==> src/rtl/trap_cause_pkg.sv <==
package trap_cause_pkg;
  localparam logic [11:0] ADDR_MCAUSE = 12'h342;
  localparam logic [11:0] ADDR_UCAUSE = 12'h042;
  localparam logic [11:0] ADDR_LVLST  = 12'hFB1;
  localparam logic [11:0] ADDR_INFO   = 12'hFC0;
  localparam int PIE_BIT = 27;
  localparam int PP_LSB  = 28;
  localparam logic [1:0] MODE_LVL = 2'b11;

  function automatic logic [31:0] info_word(input int num_irq);
    return (32'd4 << 21) + 32'(num_irq);
  endfunction
endpackage

==> src/rtl/cause_slot.sv <==
module cause_slot #(
  parameter int XLEN    = 32,
  parameter int MAX_IRQ = 4096
) (
  input  logic            clk,
  input  logic            rst_n,
  input  logic            sw_we,
  input  logic [XLEN-1:0] sw_data,
  input  logic            hw_we,
  input  logic [XLEN-1:0] hw_data,
  output logic [XLEN-1:0] q
);
  localparam logic [XLEN-1:0] KEEP = {1'b1, {(XLEN-1){1'b0}}} | XLEN'(MAX_IRQ - 1);

  logic            en;
  logic [XLEN-1:0] d;

  always_comb begin
    en = hw_we | sw_we;
    d  = (hw_we ? hw_data : sw_data) & KEEP;
  end

  always_ff @(posedge clk or negedge rst_n) begin
    if (!rst_n)  q <= '0;
    else if (en) q <= d;
  end
endmodule

==> src/rtl/prev_state_alias.sv <==
module prev_state_alias #(
  parameter int XLEN = 32
) (
  input  logic            clk,
  input  logic            rst_n,
  input  logic            wr_m,
  input  logic            wr_u,
  input  logic [XLEN-1:0] wdata,
  output logic            mpie,
  output logic [1:0]      mpp,
  output logic            upie
);
  import trap_cause_pkg::*;

  logic       mpie_d, upie_d;
  logic [1:0] mpp_d;

  always_comb begin
    mpie_d = wr_m ? wdata[PIE_BIT] : mpie;
    mpp_d  = wr_m ? wdata[PP_LSB +: 2] : mpp;
    upie_d = wr_u ? wdata[PIE_BIT] : upie;
  end

  always_ff @(posedge clk or negedge rst_n) begin
    if (!rst_n) begin
      mpie <= 1'b0;
      mpp  <= 2'b00;
      upie <= 1'b0;
    end else begin
      mpie <= mpie_d;
      mpp  <= mpp_d;
      upie <= upie_d;
    end
  end
endmodule

==> src/rtl/trap_cause_csr.sv <==
module trap_cause_csr #(
  parameter int XLEN    = 32,
  parameter int MAX_IRQ = 4096,
  parameter int NUM_IRQ = 16
) (
  input  logic            clk,
  input  logic            rst_n,
  input  logic [1:0]      tvec_mode,
  input  logic            csr_en,
  input  logic            csr_we,
  input  logic [11:0]     csr_addr,
  input  logic [XLEN-1:0] csr_wdata,
  output logic [XLEN-1:0] csr_rdata,
  output logic            csr_illegal,
  input  logic            trap_we,
  input  logic [1:0]      trap_priv,
  input  logic [XLEN-1:0] trap_cause,
  input  logic [XLEN-1:0] lvl_status,
  output logic            prv_mpie,
  output logic [1:0]      prv_mpp,
  output logic            prv_upie
);
  import trap_cause_pkg::*;

  localparam int NLVL = 2;
  localparam logic [XLEN-1:0] INFO = XLEN'(info_word(NUM_IRQ));

  // reset: asserted asynchronously, released after two clean edges
  logic [1:0] rst_sync;
  logic       rst_core_n;
  always_ff @(posedge clk or negedge rst_n) begin
    if (!rst_n) rst_sync <= 2'b00;
    else        rst_sync <= {rst_sync[0], 1'b1};
  end
  assign rst_core_n = rst_sync[1];

  logic            lvl_on;
  logic            sw_ok;
  logic [NLVL-1:0] hit_cause;
  logic            hit_lvlst, hit_info;
  logic [XLEN-1:0] cause_q [NLVL];

  always_comb begin
    lvl_on       = (tvec_mode == MODE_LVL);
    hit_cause[0] = (csr_addr == ADDR_UCAUSE);
    hit_cause[1] = (csr_addr == ADDR_MCAUSE);
    hit_lvlst    = (csr_addr == ADDR_LVLST);
    hit_info     = (csr_addr == ADDR_INFO);
    sw_ok        = csr_en & csr_we & ~trap_we;
  end

  // slot 0 = user level, slot 1 = machine level
  for (genvar g = 0; g < NLVL; g++) begin : g_slot
    logic hw_sel;
    assign hw_sel = trap_we & ((trap_priv == 2'b00) == (g == 0));
    cause_slot #(.XLEN(XLEN), .MAX_IRQ(MAX_IRQ)) u_slot (
      .clk     (clk),
      .rst_n   (rst_core_n),
      .sw_we   (sw_ok & hit_cause[g]),
      .sw_data (csr_wdata),
      .hw_we   (hw_sel),
      .hw_data (trap_cause),
      .q       (cause_q[g])
    );
  end

  prev_state_alias #(.XLEN(XLEN)) u_alias (
    .clk   (clk),
    .rst_n (rst_core_n),
    .wr_m  (sw_ok & hit_cause[1] & lvl_on),
    .wr_u  (sw_ok & hit_cause[0] & lvl_on),
    .wdata (csr_wdata),
    .mpie  (prv_mpie),
    .mpp   (prv_mpp),
    .upie  (prv_upie)
  );

  logic [XLEN-1:0] m_view, u_view;
  always_comb begin
    m_view = cause_q[1];
    u_view = cause_q[0];
    if (lvl_on) begin
      m_view[PIE_BIT]     = m_view[PIE_BIT] | prv_mpie;
      m_view[PP_LSB +: 2] = m_view[PP_LSB +: 2] | prv_mpp;
      u_view[PIE_BIT]     = u_view[PIE_BIT] | prv_upie;
    end
    csr_rdata   = '0;
    csr_illegal = 1'b0;
    if (csr_en) begin
      unique case (1'b1)
        hit_cause[1]: csr_rdata = m_view;
        hit_cause[0]: csr_rdata = u_view;
        hit_lvlst:    csr_rdata = lvl_status;
        hit_info:     csr_rdata = INFO;
        default:      csr_illegal = 1'b1;
      endcase
    end
  end
endmodule

==> config.mk <==
export PLATFORM = sky130hd
export DESIGN_NAME = trap_cause_csr
export DESIGN_NICKNAME = d
export VERILOG_FILES = /design/src/rtl/trap_cause_pkg.sv /design/src/rtl/cause_slot.sv /design/src/rtl/prev_state_alias.sv /design/src/rtl/trap_cause_csr.sv
export SDC_FILE = /design/constraint.sdc
export NUM_CORES = 1
export LEC_CHECK = 0
export ABC_CLOCK_PERIOD_IN_PS = 1800
export CAP_MARGIN = 20
export CORE_MARGIN = 1
export CORE_UTILIZATION = 30
export DETAILED_ROUTE_END_ITERATION = 6
export DONT_BUFFER_PORTS = 1
export GPL_ROUTABILITY_DRIVEN = 1
export GPL_TIMING_DRIVEN = 0
export SYNTH_ARGS = -nofsm -noshare
export SYNTH_HDL_FRONTEND = slang
export SYNTH_SLANG_ARGS = --single-unit
export TNS_END_PERCENT = 5
==> constraint.sdc <==
create_clock -name clk -period 1.8 [get_ports clk]
set_input_delay 0.36 -clock clk [delete_from_list [all_inputs] [get_ports clk]]
set_output_delay 0.36 -clock clk [all_outputs]
set_load 0.01 [all_outputs]
==> PnR_summary.wiki <==
{| class="wikitable"
! Metric !! Value
|-
| Outcome || finished, violations left
|-
| Failing checks || negative setup slack
|-
| Number of antenna violations at the first check in global routing || 0
|-
| Area added between synthesis and finish || 30.2%
|-
| Detailed Place HPWL || 5100 um
|-
| Chip Height || 85.0 um
|-
| Overflow left after global routing || 0
|-
| Count of cell types in the netlist || 34
|-
| Final GP Congestion || 0.775
|-
| Adder-Cell Fraction of Synth Area || 0%
|-
| Total via count after detailed routing || 1,909
|-
| Total power || around 0.0015 W
|-
| Class of the tightest hold or removal check || input port to flop
|-
| Pin count of the biggest net entering global routing || 19
|-
| Final number of max-transition violations || 0
|-
| Worst slack at placement || -0.462 ns
|-
| Peak supply drop || 0.353 mV
|-
| Post-place instance area || 2260 sq um
|-
| Violation count after the first detailed-routing iteration || between 70 and 80
|-
| Chip Width || 85.0 um
|-
| Top Ports || 154
|-
| Post-synth EDFFs || 0
|-
| Share of synthesized area occupied by flip-flops and latches || around 39%
|-
| Wire length of the first global-routing pass || 10,800 um
|-
| Maximum clock insertion buffer count || 2
|-
| Synthesized area || 2070 sq um
|-
| Async set-reset flop share out of synthesis || 100%
|-
| YS warnings || 0
|-
| Number of clock sinks || 32
|-
| Setup slack of the worst register-to-register path || about 0.96 ns
|-
| Post-synthesis mux area share || 14.8%
|-
| Port Buffers || 0
|-
| Via count of the first global-routing pass || 1,955
|-
| Pin slew with the least headroom to its limit || 0.715 ns
|-
| Global-route usage over all layers || 20.1%
|-
| Max-slew headroom || about 52%
|-
| Clock tree from TritonCTS || done
|-
| First-pass DRT Iterations || 4
|-
| Max Clk Rate || 509 MHz
|-
| Clock slew seen by the registers of the worst setup and hold paths || 0.06 ns
|-
| Mean Syn Cell Area || 8.95 sq um
|-
| Detail-routed via count per cell || 5.86
|-
| Data required time at the worst endpoint || about 1.4 ns
|-
| Synthesized-area fraction occupied by and/or/nand/nor cells || 23.6%
|-
| Setup repair after global routing missed its margin || true
|-
| Number of standard-cell rows in the floorplan || 29
|-
| Portion of the clock cycle consumed by the worst path in the final layout || 109%
|-
| Synth Instances || 231
|-
| Element type at the critical path start || input port
|-
| DIE AREA || 7230 sq um
|-
| Cell area after layout || 2690 sq um
|-
| Final worst slack || -0.163 ns
|-
| Buffer type at the clock tree root || sky130_fd_sc_hd__clkbuf_8
|-
| Startpoint of the worst-slack reg-to-reg timing path || u_alias.mpie
|-
| Worst Hold Depth || 2
|-
| Power per cell area || about 570 nW/um^2
|-
| XOR/XNOR share of the synthesized area || 0%
|-
| #FFs+latches synth || 32
|-
| Worst setup path category || input port to output port
|-
| Final-stage net count || around 370
|-
| Count of final setup violators || 17
|-
| Avg WL per Cell || 21.8 um
|-
| CORE AREA || 6490 sq um
|-
| Arrival time worst endpoint || 1.60 ns
|-
| Detail Route Antenna Nets || 0
|-
| Hold Path End || g_slot[0].u_slot.q[6]
|-
| Largest family of logic cells by synthesized area || simple AND/OR/NAND/NOR gates
|-
| Setup tns final || -2.16 ns
|-
| Effective utilization at floorplan || 31.8%
|-
| Leakage component of the power || 1.15 nW
|-
| Final Hold Viols || 0
|-
| Share of final-layout standard cells stronger than drive strength 1 || 27.7%
|-
| Worst min-delay path startpoint || trap_cause[6]
|-
| Antenna Cells || 0
|-
| Maximum level of the CTS H-tree || 2
|-
| Synth Area in Compound Gates || a little under a fifth
|-
| Post-route DRC || 0
|-
| Maximum fanout count along the critical path || 5
|-
| Flip-flop cell with the highest count after synthesis || sky130_fd_sc_hd__dfrtp_1
|-
| Total clock buffers created by CTS || 5
|-
| Maximum capacitance violations || 0
|-
| Worst reg2reg path endpoint || u_alias.mpie
|-
| Net count after synthesis || 348
|-
| Crit path capture type || output port
|-
| Clock latency of the later-clocked register in the worst-skew pair || 0.28 ns
|-
| Depth of the worst register-to-register path || 1
|-
| Final critical path time including I/O delays and setup || 1.96 ns
|-
| Most common library cell in the layout ignoring fill and taps || sky130_fd_sc_hd__dfrtp_1
|-
| Highest-count cells in the layout ignoring fill and taps || sky130_fd_sc_hd__dfrtp_1, sky130_fd_sc_hd__nand2_1, sky130_fd_sc_hd__mux2i_1
|-
| Sum of routed wire length over all layers || 7120 um
|-
| Setup clock skew after layout || 0.00226 ns
|}
-- per-layer routing --
metal | wire length (um) | vias to the layer above | track usage (%)
met2 | 3510 | 94 | 34.5
met5 | 0 | - | 0
met4 | 82 | 0 | 5.39
met1 | 2870 | 919 | 24.1
li1 | - | 885 | -
met3 | 651 | 11 | 7.00
-- registers in the layout, summed over array words and instances (netlist names) --
signal	count
u_alias.mpp	2
g_slot.u_slot.q	26
u_alias.upie	1
rst_sync	2
u_alias.mpie	1
-- synthesized netlist by cell type (2+ instances only) --
library cell               number  share of area, %
sky130_fd_sc_hd__dfrtp_1       32                39
sky130_fd_sc_hd__nand2_1       31               5.6
sky130_fd_sc_hd__a21oi_1       26               6.3
sky130_fd_sc_hd__mux2i_1       26                13
sky130_fd_sc_hd__nor2_1        21               3.8
sky130_fd_sc_hd__and3_1        16               4.8
sky130_fd_sc_hd__a32oi_1       13               5.5
sky130_fd_sc_hd__o21ai_0       13               3.1
sky130_fd_sc_hd__clkbuf_1      10               1.8
sky130_fd_sc_hd__buf_2          6               1.5
sky130_fd_sc_hd__and2_1         4               1.2
sky130_fd_sc_hd__mux2_2         4               2.2
sky130_fd_sc_hd__a21boi_1       2              0.73
sky130_fd_sc_hd__a22o_1         2              0.85
sky130_fd_sc_hd__nand4_1        2              0.60
sky130_fd_sc_hd__nand4_2        2               1.2
sky130_fd_sc_hd__nand4b_1       2              0.85
sky130_fd_sc_hd__nor4b_4        2               2.3
sky130_fd_sc_hd__o21ai_1        2              0.48
-- through the flow --
stage / std cells / utilization (%) / hold slack [ns]
floorplan: 231 / - / 0.0644
global placement: 308 / 34.4 / 0.0644
detailed placement: 309 / 34.8 / 0.0645
CTS: 325 / 40.2 / 0.187
global route: 326 / 41.5 / 0.192
finish: 326 / 41.5 / 0.199
-- final cells by class --
cell class                 instances  area, sq um
fill                             647         3800
multi-input combinational        181         1430
sequential                        32          801
timing repair buffer              14          176
buffer                            16          120
tap                               77         96.3
clock buffer                       5         68.8
inverter                           1         3.75
-- worst max-delay path, stage by stage --
cell	delay [ns]
sky130_fd_sc_hd__nor4b_4	0.33
sky130_fd_sc_hd__and3_1	0.22
sky130_fd_sc_hd__buf_6	0.13
sky130_fd_sc_hd__buf_12	0.10
sky130_fd_sc_hd__buf_8	0.11
sky130_fd_sc_hd__nand4_1	0.11
sky130_fd_sc_hd__a21boi_2	0.23
-- what timing repair did --
action                     in CTS  in global routing
setup endpoints to repair      32                 42
pin swaps                      10                 13
gates cloned                    2                  0
resized for setup              28                 19
buffers inserted                9                  1
hold buffers                    1                  0
hold endpoints to repair        2                  0
-- worst max-delay path by stage --
stage | from | end | depth (start not counted)
6_report | csr_addr[4] | csr_rdata[28] | 7
5_1_grt | csr_addr[4] | csr_rdata[28] | 7
4_1_cts | csr_addr[0] | csr_rdata[29] | 7
3_5_place_dp | csr_addr[3] | csr_rdata[2] | 5
3_3_place_gp | csr_addr[3] | csr_rdata[2] | 5
2_1_floorplan | csr_addr[4] | csr_rdata[10] | 5
-- kinds of logic (layout without fill, tap and decap cells) --
family                 count (synthesis)  after routing
and+or+nand+nor                       88             88
AOI/OAI and AO/OA                     62             62
DFF                                   32             32
muxes                                 30             30
buffers and inverters                 18             36
other                                  1              1
-- report_power, final --
group          switching, W  internal, W  total (W)  leakage (nW)
Sequential        0.0000530     0.000803   0.000856         0.385
Combinational      0.000105    0.0000871   0.000192         0.730
Clock              0.000240     0.000249   0.000489        0.0359
Total              0.000398      0.00114    0.00154          1.15
Power figures use the tool's default switching activity.
